<file path="src/rtl/chardisp_pkg.sv">
package chardisp_pkg;
  typedef enum logic [2:0] {
    OP_NONE,
    OP_SET_CG,
    OP_SET_DD,
    OP_STATUS,
    OP_WRITE
  } host_op_e;
endpackage

</file>
<file path="src/rtl/chardisp_decode.sv">
module chardisp_decode
  import chardisp_pkg::*;
#(
  parameter int DATA_W = 8
) (
  input  logic              strobe,
  input  logic              reg_sel,
  input  logic              rd_wr,
  input  logic [DATA_W-1:0] bus_in,
  input  logic              busy,
  output host_op_e          op
);
  always_comb begin
    op = OP_NONE;
    if (strobe) begin
      if (!reg_sel && rd_wr) begin
        op = OP_STATUS;
      end else if (!busy && !rd_wr) begin
        if (reg_sel)                 op = OP_WRITE;
        else if (bus_in[DATA_W-1])   op = OP_SET_DD;
        else if (bus_in[DATA_W-2])   op = OP_SET_CG;
      end
    end
  end
endmodule

</file>
<file path="src/rtl/chardisp_addr_ctr.sv">
module chardisp_addr_ctr #(
  parameter int ADDR_W     = 7,
  parameter int CG_W       = 6,
  parameter int LINE_LEN   = 40,
  parameter int LINE2_BASE = 64
) (
  input  logic              clk,
  input  logic              rst,
  input  logic              load_cg,
  input  logic              load_dd,
  input  logic              step,
  input  logic              dir_inc,
  input  logic [ADDR_W-1:0] load_val,
  output logic [ADDR_W-1:0] ctr,
  output logic              sel_dd
);
  localparam logic [ADDR_W-1:0] L1_FIRST = '0;
  localparam logic [ADDR_W-1:0] L1_LAST  = ADDR_W'(LINE_LEN - 1);
  localparam logic [ADDR_W-1:0] L2_FIRST = ADDR_W'(LINE2_BASE);
  localparam logic [ADDR_W-1:0] L2_LAST  = ADDR_W'(LINE2_BASE + LINE_LEN - 1);

  logic [ADDR_W-1:0] dd_nxt;
  logic [CG_W-1:0]   cg_nxt;

  always_comb begin
    if (dir_inc) begin
      if (ctr == L1_LAST)       dd_nxt = L2_FIRST;
      else if (ctr == L2_LAST)  dd_nxt = L1_FIRST;
      else                      dd_nxt = ctr + 1'b1;
    end else begin
      if (ctr == L2_FIRST)      dd_nxt = L1_LAST;
      else if (ctr == L1_FIRST) dd_nxt = L2_LAST;
      else                      dd_nxt = ctr - 1'b1;
    end
    cg_nxt = dir_inc ? ctr[CG_W-1:0] + 1'b1 : ctr[CG_W-1:0] - 1'b1;
  end

  always_ff @(posedge clk) begin
    if (rst) begin
      ctr    <= '0;
      sel_dd <= 1'b1;
    end else if (load_dd) begin
      ctr    <= load_val;
      sel_dd <= 1'b1;
    end else if (load_cg) begin
      ctr    <= ADDR_W'(load_val[CG_W-1:0]);
      sel_dd <= 1'b0;
    end else if (step) begin
      ctr    <= sel_dd ? dd_nxt : ADDR_W'(cg_nxt);
    end
  end
endmodule

</file>
<file path="src/rtl/chardisp_busy_timer.sv">
module chardisp_busy_timer #(
  parameter int BUSY_CYCLES = 3
) (
  input  logic clk,
  input  logic rst,
  input  logic start,
  output logic busy
);
  localparam int CNT_W = $clog2(BUSY_CYCLES + 1);
  localparam logic [CNT_W-1:0] RELOAD = CNT_W'(BUSY_CYCLES - 1);

  logic [CNT_W-1:0] remain;

  always_ff @(posedge clk) begin
    if (rst) begin
      remain <= '0;
      busy   <= 1'b0;
    end else if (start) begin
      remain <= RELOAD;
      busy   <= 1'b1;
    end else if (remain != '0) begin
      remain <= remain - 1'b1;
    end else begin
      busy   <= 1'b0;
    end
  end
endmodule

</file>
<file path="src/rtl/chardisp_host_if.sv">
module chardisp_host_if
  import chardisp_pkg::*;
#(
  parameter int DATA_W      = 8,
  parameter int CG_W        = 6,
  parameter int LINE_LEN    = 40,
  parameter int LINE2_BASE  = 64,
  parameter int BUSY_CYCLES = 3
) (
  input  logic              clk,
  input  logic              rst,
  input  logic              strobe,
  input  logic              reg_sel,
  input  logic              rd_wr,
  input  logic [DATA_W-1:0] bus_in,
  input  logic              entry_set,
  input  logic              entry_inc,
  output logic [DATA_W-1:0] bus_out,
  output logic              busy,
  output logic              cg_we,
  output logic [CG_W-1:0]   cg_addr,
  output logic [DATA_W-1:0] cg_wdata,
  output logic              dd_we,
  output logic [DATA_W-2:0] dd_addr,
  output logic [DATA_W-1:0] dd_wdata
);
  localparam int ADDR_W = DATA_W - 1;

  host_op_e          op;
  logic [ADDR_W-1:0] ctr;
  logic              sel_dd;
  logic              dir_inc;
  logic              accept;

  chardisp_decode #(.DATA_W(DATA_W)) u_decode (
    .strobe  (strobe),
    .reg_sel (reg_sel),
    .rd_wr   (rd_wr),
    .bus_in  (bus_in),
    .busy    (busy),
    .op      (op)
  );

  chardisp_addr_ctr #(
    .ADDR_W     (ADDR_W),
    .CG_W       (CG_W),
    .LINE_LEN   (LINE_LEN),
    .LINE2_BASE (LINE2_BASE)
  ) u_ctr (
    .clk      (clk),
    .rst      (rst),
    .load_cg  (op == OP_SET_CG),
    .load_dd  (op == OP_SET_DD),
    .step     (op == OP_WRITE),
    .dir_inc  (dir_inc),
    .load_val (bus_in[ADDR_W-1:0]),
    .ctr      (ctr),
    .sel_dd   (sel_dd)
  );

  assign accept = (op == OP_SET_CG) || (op == OP_SET_DD) || (op == OP_WRITE);

  chardisp_busy_timer #(.BUSY_CYCLES(BUSY_CYCLES)) u_busy (
    .clk   (clk),
    .rst   (rst),
    .start (accept),
    .busy  (busy)
  );

  always_ff @(posedge clk) begin
    if (rst) dir_inc <= 1'b1;
    else if (entry_set) dir_inc <= entry_inc;
  end

  always_ff @(posedge clk) begin
    if (rst) begin
      bus_out  <= '0;
      cg_we    <= 1'b0;
      cg_addr  <= '0;
      cg_wdata <= '0;
      dd_we    <= 1'b0;
      dd_addr  <= '0;
      dd_wdata <= '0;
    end else begin
      cg_we <= (op == OP_WRITE) && !sel_dd;
      dd_we <= (op == OP_WRITE) && sel_dd;
      if (op == OP_WRITE) begin
        if (sel_dd) begin
          dd_addr  <= ctr;
          dd_wdata <= bus_in;
        end else begin
          cg_addr  <= ctr[CG_W-1:0];
          cg_wdata <= bus_in;
        end
      end
      if (op == OP_STATUS) bus_out <= {busy, ctr};
    end
  end
endmodule

</file>
<file path="config.mk">
export PLATFORM = sky130hd
export DESIGN_NAME = chardisp_host_if
export DESIGN_NICKNAME = d
export VERILOG_FILES = /design/src/rtl/chardisp_pkg.sv /design/src/rtl/chardisp_decode.sv /design/src/rtl/chardisp_addr_ctr.sv /design/src/rtl/chardisp_busy_timer.sv /design/src/rtl/chardisp_host_if.sv
export SDC_FILE = /design/constraint.sdc
export NUM_CORES = 1
export LEC_CHECK = 0
export BUFFER_PORTS_ARGS = -buffer_cell sky130_fd_sc_hd__buf_2
export CAP_MARGIN = 25
export CORE_MARGIN = 4
export CORE_UTILIZATION = 45
export CTS_CLUSTER_DIAMETER = 200
export CTS_CLUSTER_SIZE = 20
export DETAILED_ROUTE_END_ITERATION = 8
export PLACE_DENSITY = 0.79
export SYNTH_ARGS = -nofsm -noshare
export SYNTH_HDL_FRONTEND = slang
export SYNTH_SLANG_ARGS = --single-unit
</file>
<file path="constraint.sdc">
create_clock -name clk -period 3.5 [get_ports clk]
set_input_delay 0.175 -clock clk [delete_from_list [all_inputs] [get_ports clk]]
set_output_delay 0.175 -clock clk [all_outputs]
set_load 0.03 [all_outputs]
</file>
After elaboration in Yosys (flattened, before gate mapping)
Cells that the tools add are included.
Word-level totals
  register bits: 51
  output and inout port bits: 40
  word-level logic and storage cells: 65
Operators by class
  add/sub/neg operators: 5
  equality and inequality tests: 8
  muxes and demuxes: 20
  bitwise operators: 1
  reductions and logical operators: 18
Operators by type and width (count)
  $mux W7: 9
  $mux W3: 5
  $eq A7 B7 Y1 const B: 2
  $add A7 B1 Y7 const B: 1
  $eq A7 B6 Y1 const B: 1
  $logic_not A7 Y1: 1
  $sub A7 B1 Y7 const B: 1
  $add A6 B1 Y6 const B: 1
  $eq A3 B2 Y1 const B: 2
  $mux W6: 1
  $sub A6 B1 Y6 const B: 1
  $logic_and A1 B1 Y1: 4
  $logic_not A1 Y1: 4
  $mux W2: 2
  $reduce_and A2 Y1: 2
  $reduce_bool A2 Y1: 2
  $reduce_or A2 Y1: 2
  $eq A3 B1 Y1 const B: 1
  $eq A3 B3 Y1 const B: 1
  $mux W1: 3
  $reduce_bool A3 Y1: 1
  $logic_or A1 B1 Y1: 2
  $ne A2 B2 Y1 const B: 1
  $sub A2 B1 Y2 const B: 1
  $not A1 Y1: 1

Longest topological paths before layout
  depth in word-level cells: 10
  gate-level depth with buffers: 8
  mapped depth without buffers: 7

Cells and area by module
From an unflattened synthesis, not the netlist that was laid out.
Second synthesis, totals
  cells, all modules: 289
  area total of the unflattened synthesis: 2732.6 um^2
Modules (own cells, without submodules)
  chardisp_host_if: instances 1, cells each 159, area each 1687.9 um^2
  chardisp_addr_ctr: instances 1, cells each 114, area each 899.6 um^2
  chardisp_busy_timer: instances 1, cells each 9, area each 97.6 um^2
  chardisp_decode: instances 1, cells each 7, area each 47.5 um^2

Least setup slack after synthesis
OpenSTA, ideal clock, no wires.
  path type: flip-flop to flip-flop
  from: register dir_inc
  to: register u_ctr.ctr[5]
  library setup time: 0.103 ns
  arrival time: 1.762 ns
  required time: 3.397 ns
  slack: 1.634 ns
  cell stages (with the launch flop): 9
  buffers on the path: 1
  period minus slack after synthesis: 1.866 ns
  path through: dfxtp_1 > buf_2 > inv_1 > ha_1 > a211oi_2 > o21bai_1 > a21oi_2 > xnor2_1 > a2111oi_2
On the way
  longest elaborated chain between the ends: 5
  elaborated cells between the ends (all ways): 6
Ends and longest elaborated chain
  start: declaration: RTL line chardisp_host_if.sv:32  | logic dir_inc;
  start signal: assignment: RTL line chardisp_host_if.sv:72  | else if (entry_set) dir_inc <= entry_inc;
  $mux W6 or $mux W7 (tied branches): RTL line chardisp_addr_ctr.sv:35, chardisp_addr_ctr.sv:26
  $mux W7 (*): RTL line chardisp_addr_ctr.sv:49  | ctr <= sel_dd ? dd_nxt : ADDR_W'(cg_nxt);
  $mux W7 (*): RTL line chardisp_addr_ctr.sv:48  | end else if (step) begin
  $mux W7 (*): RTL line chardisp_addr_ctr.sv:45  | end else if (load_cg) begin
  $mux W7 (*): RTL line chardisp_addr_ctr.sv:42  | end else if (load_dd) begin
  end signal: assignment: RTL line chardisp_addr_ctr.sv:43  | ctr <= load_val;
  end signal: assignment: RTL line chardisp_addr_ctr.sv:46  | ctr <= ADDR_W'(load_val[CG_W-1:0]);
  end signal: assignment: RTL line chardisp_addr_ctr.sv:49
  end: declaration: RTL line chardisp_addr_ctr.sv:14  | output logic [ADDR_W-1:0] ctr,
Mark *: on every way between the ends. The rest lies on a longest branch, timed or not. The select of a mux whose other input is x is not followed.
A chain may end at the register's enable or synchronous reset.

Worst setup path in the final report
Ends and elaborated chain as after synthesis.

==> summary.md <==
| Metric | Value |
|---|---|
| Max stage delay on crit path | between 0.4 and 0.5 ns |
| Critical-path cell list | inv_1 > ha_1 > a211oi_2 > o21bai_1 > a21oi_2 > xnor2_1 > a2111oi_2 |
| Status | completed |
| GRT Overall Usage | 0.181 |
| Total number of vias | 2200 |
| CTS tree | done |
| Max_cap viols | 0 |
| Chip height | just over 80 um |
| Drt wl/cell | 14.5 um |
| Remaining DRCs | 0 |
| Slew Limit Fails | 0 |
| Area grow syn2layout | 15.9% |
| Crit. End Element | register |
| WHS | 0.0888 ns |
| Iteration-0 DRC Markers | roughly 150 |
| Total core area | ~5000 sq um |
| Antenna violations before repair | 0 |
| Cts hold-fix bufs | 0 |
| Inst Count DP | a little under 400 |
| Area leader, netlist | dfxtp_1 |
| Clock sink total | approximately 50 |
| Synth top area share | 0.429 |
| WS Path Type | register to register |
| DP HPWL | 4050 um |
| Final wirelength | ~5800 um |
| Min Tclk post-route | 2.09 ns |
| WP depth | 7 |
| Non-filler instance count after layout | 400 |
| Num CTS Buffers | 5 |
| # port buffers | 54 |
| Logic pwr share | 0.128 |
| CTS max path bufs | 2 |
| Highest clock rate | approximately 0.48 GHz |
| TritonRoute pass-1 iters | 5 |
| Netlist cell types | 49 |
| Clock Latency Late Sink | around 0.30 ns |
| Setup_tns | 0 ns |
| Vias/cell | around 5.5 |
| Setup crit start | dir_inc |
| Remaining global-route overflow | 0 |
| # setup viols final | 0 |
| Root Buffer | clkbuf_8 |
| CP Data Required Time | approximately 3.7 ns |
| YS warnings | 0 |
| Top cells by area, synth | dfxtp_1 (43%), nand2_1 (11%), a21oi_1 (9.3%) |
| Ys async rst share | 0 |
| Most frequent cell after synthesis | nand2_1 |
| Fill count | approximately 500 |
| Switching fraction of total power | 0.251 |
| Total power | around 1.3 mW |
| DRT antenna net count | 0 |
| Post-synthesis instance area | 2380 sq um |
| Sequential cell area | between 1000 and 1500 sq um |
| FF-to-FF path depth | 7 |
| Slew margin rel. | 0.423 |
| Postcts setup bufs | 0 |
| First-pass GRT wire length | 9250 um |
| Final Cell Area | around 2800 sq um |
| Leakage | approximately 1.2 nW |
| Setup WS pre-CTS | about 1.4 ns |
| Worst Hold Class | input port to register |
| Type of origin of the critical path | register |
| Final Skew | about 0.009 ns |
| Vias in the first global route | a little under 2000 |
| Sequential cell fraction of total power | 0.498 |
| Htree depth | 2 |
| Chip Width | between 80 and 90 um |
| # resized after CTS | 0 |
| Final hold vios | 0 |
| Post-synth EDFFs | 0 |
| Syn_nets | 310 |
| P_sw | around 0.32 mW |
| Largest fanout on the critical path | 10 |
| Largest net degree at the start of global routing | 49 |
| Worst-path clk slew | approximately 0.080 ns |
| Delay-heaviest family, CP | compound AO/OA/AOI/OAI gates |
| Commonest cells post-synth | nand2_1 (68), dfxtp_1 (51), a21oi_1 (44), nor2_1 (22), buf_2 (10) |
| Syn Area/Cell | between 8 and 9 sq um |
| CP max stage cell | dfxtp_1 |
| Final core occ | 0.540 |
| Clock power frac | 0.374 |
| Buffers & Inverters on Critical Path | 1 |
| Die area | about 6500 sq um |
| Worst VDD drop | 0.291 mV |
| Ports | 55 |
| Area of the multi-input gates | 1220 sq um |
| Worst-Margin Slew | roughly 0.87 ns |
| Internal power | about 0.94 mW |
| Hold path startpoint | entry_set |
| Period utilization | 0.598 |
| Routability cong. | around 0.86 |
| Yosys reg bits | 51 |
| Initial Util | 0.466 |
| Hold Crit Depth | 2 |
| RSZ-0062 raised after global routing | no |
| Site Rows | 26 |
| Final nets | 351 |
| Antenna diode count | 0 |
| Area after DPL | 2630 sq um |
| Arrival @ worst endpoint | ~2.3 ns |
| Ys flop type | dfxtp_1 |
| Setup WS post-layout | 1.41 ns |
| Power Density | 457 nW/um^2 |
| Proportion of layout cells with a drive suffix above 1 | 0.218 |
| Sequential-to-total area share from yosys stat | 0.429 |
| R2r startpoint | dir_inc |
| Syn Inst Count | between 200 and 300 |
==> placed cells by master (no fill, tap or decap), drive strengths merged, types with 2 or more instances in the layout <==
cell,n
a211oi,2
a21o,2
a21oi,45
a221oi,2
a22o,2
a31oi,2
a32oi,2
and3,4
buf,54
bufinv,2
clkbuf,6
dfxtp,51
ha,6
inv,7
mux2i,6
nand2,69
nand3,4
nor2,23
nor4b,2
o211ai,2
o21ai,8
o221ai,3
o22ai,4
xnor2,5
xor2,3
==> per-layer routing <==
layer  vias up  wire, um  GRT usage
met3        15       427     0.0437
met4         0        95     0.0709
met2        84      2630      0.278
met5         -         0          0
li1       1078         -          -
met1      1023      2640      0.244
==> cell families after synthesis <==
group	Yosys count	share of synthesized area
buffers and inverters	27	0.0584
xor gates and xnor gates	8	0.0294
AOI/OAI and AO/OA	80	0.210
DFF	51	0.429
adders and majority gates	7	0.0400
muxes	6	0.0252
and+or+nand+nor	109	0.208
==> final timing paths <==
kind	to	slack [ns]
min	dir_inc	0.09
min reg2reg	u_busy.remain[0]	0.45
max reg2reg	u_ctr.ctr[5]	1.41
max	u_ctr.ctr[5]	1.41
==> layout make-up <==
cell class              instances  share of cell area
flip-flops and latches         51               0.370
clock inverters                 2              0.0218
multi-input cells             210               0.442
clock buffers                   6              0.0263
well taps                      70              0.0318
repair buffers                 54              0.0980
inverters                       7             0.00953
==> registers in the layout (all words and copies together) (netlist names) <==
register,flops
dd_addr,7
bus_out,8
u_busy.busy,1
u_ctr.sel_dd,1
cg_wdata,8
cg_addr,6
dd_we,1
u_ctr.ctr,7
dir_inc,1
u_busy.remain,2
cg_we,1
dd_wdata,8
==> power by group through the flow <==
stage          clock (mW)  combinational (mW)  sequential (mW)
2_1_floorplan           0               0.123            0.635
3_3_place_gp            0               0.156            0.639
3_5_place_dp            0               0.159            0.640
4_1_cts             0.479               0.160            0.626
5_1_grt             0.500               0.178            0.631
6_report            0.471               0.161            0.627
(Power assumes the default switching activity.)
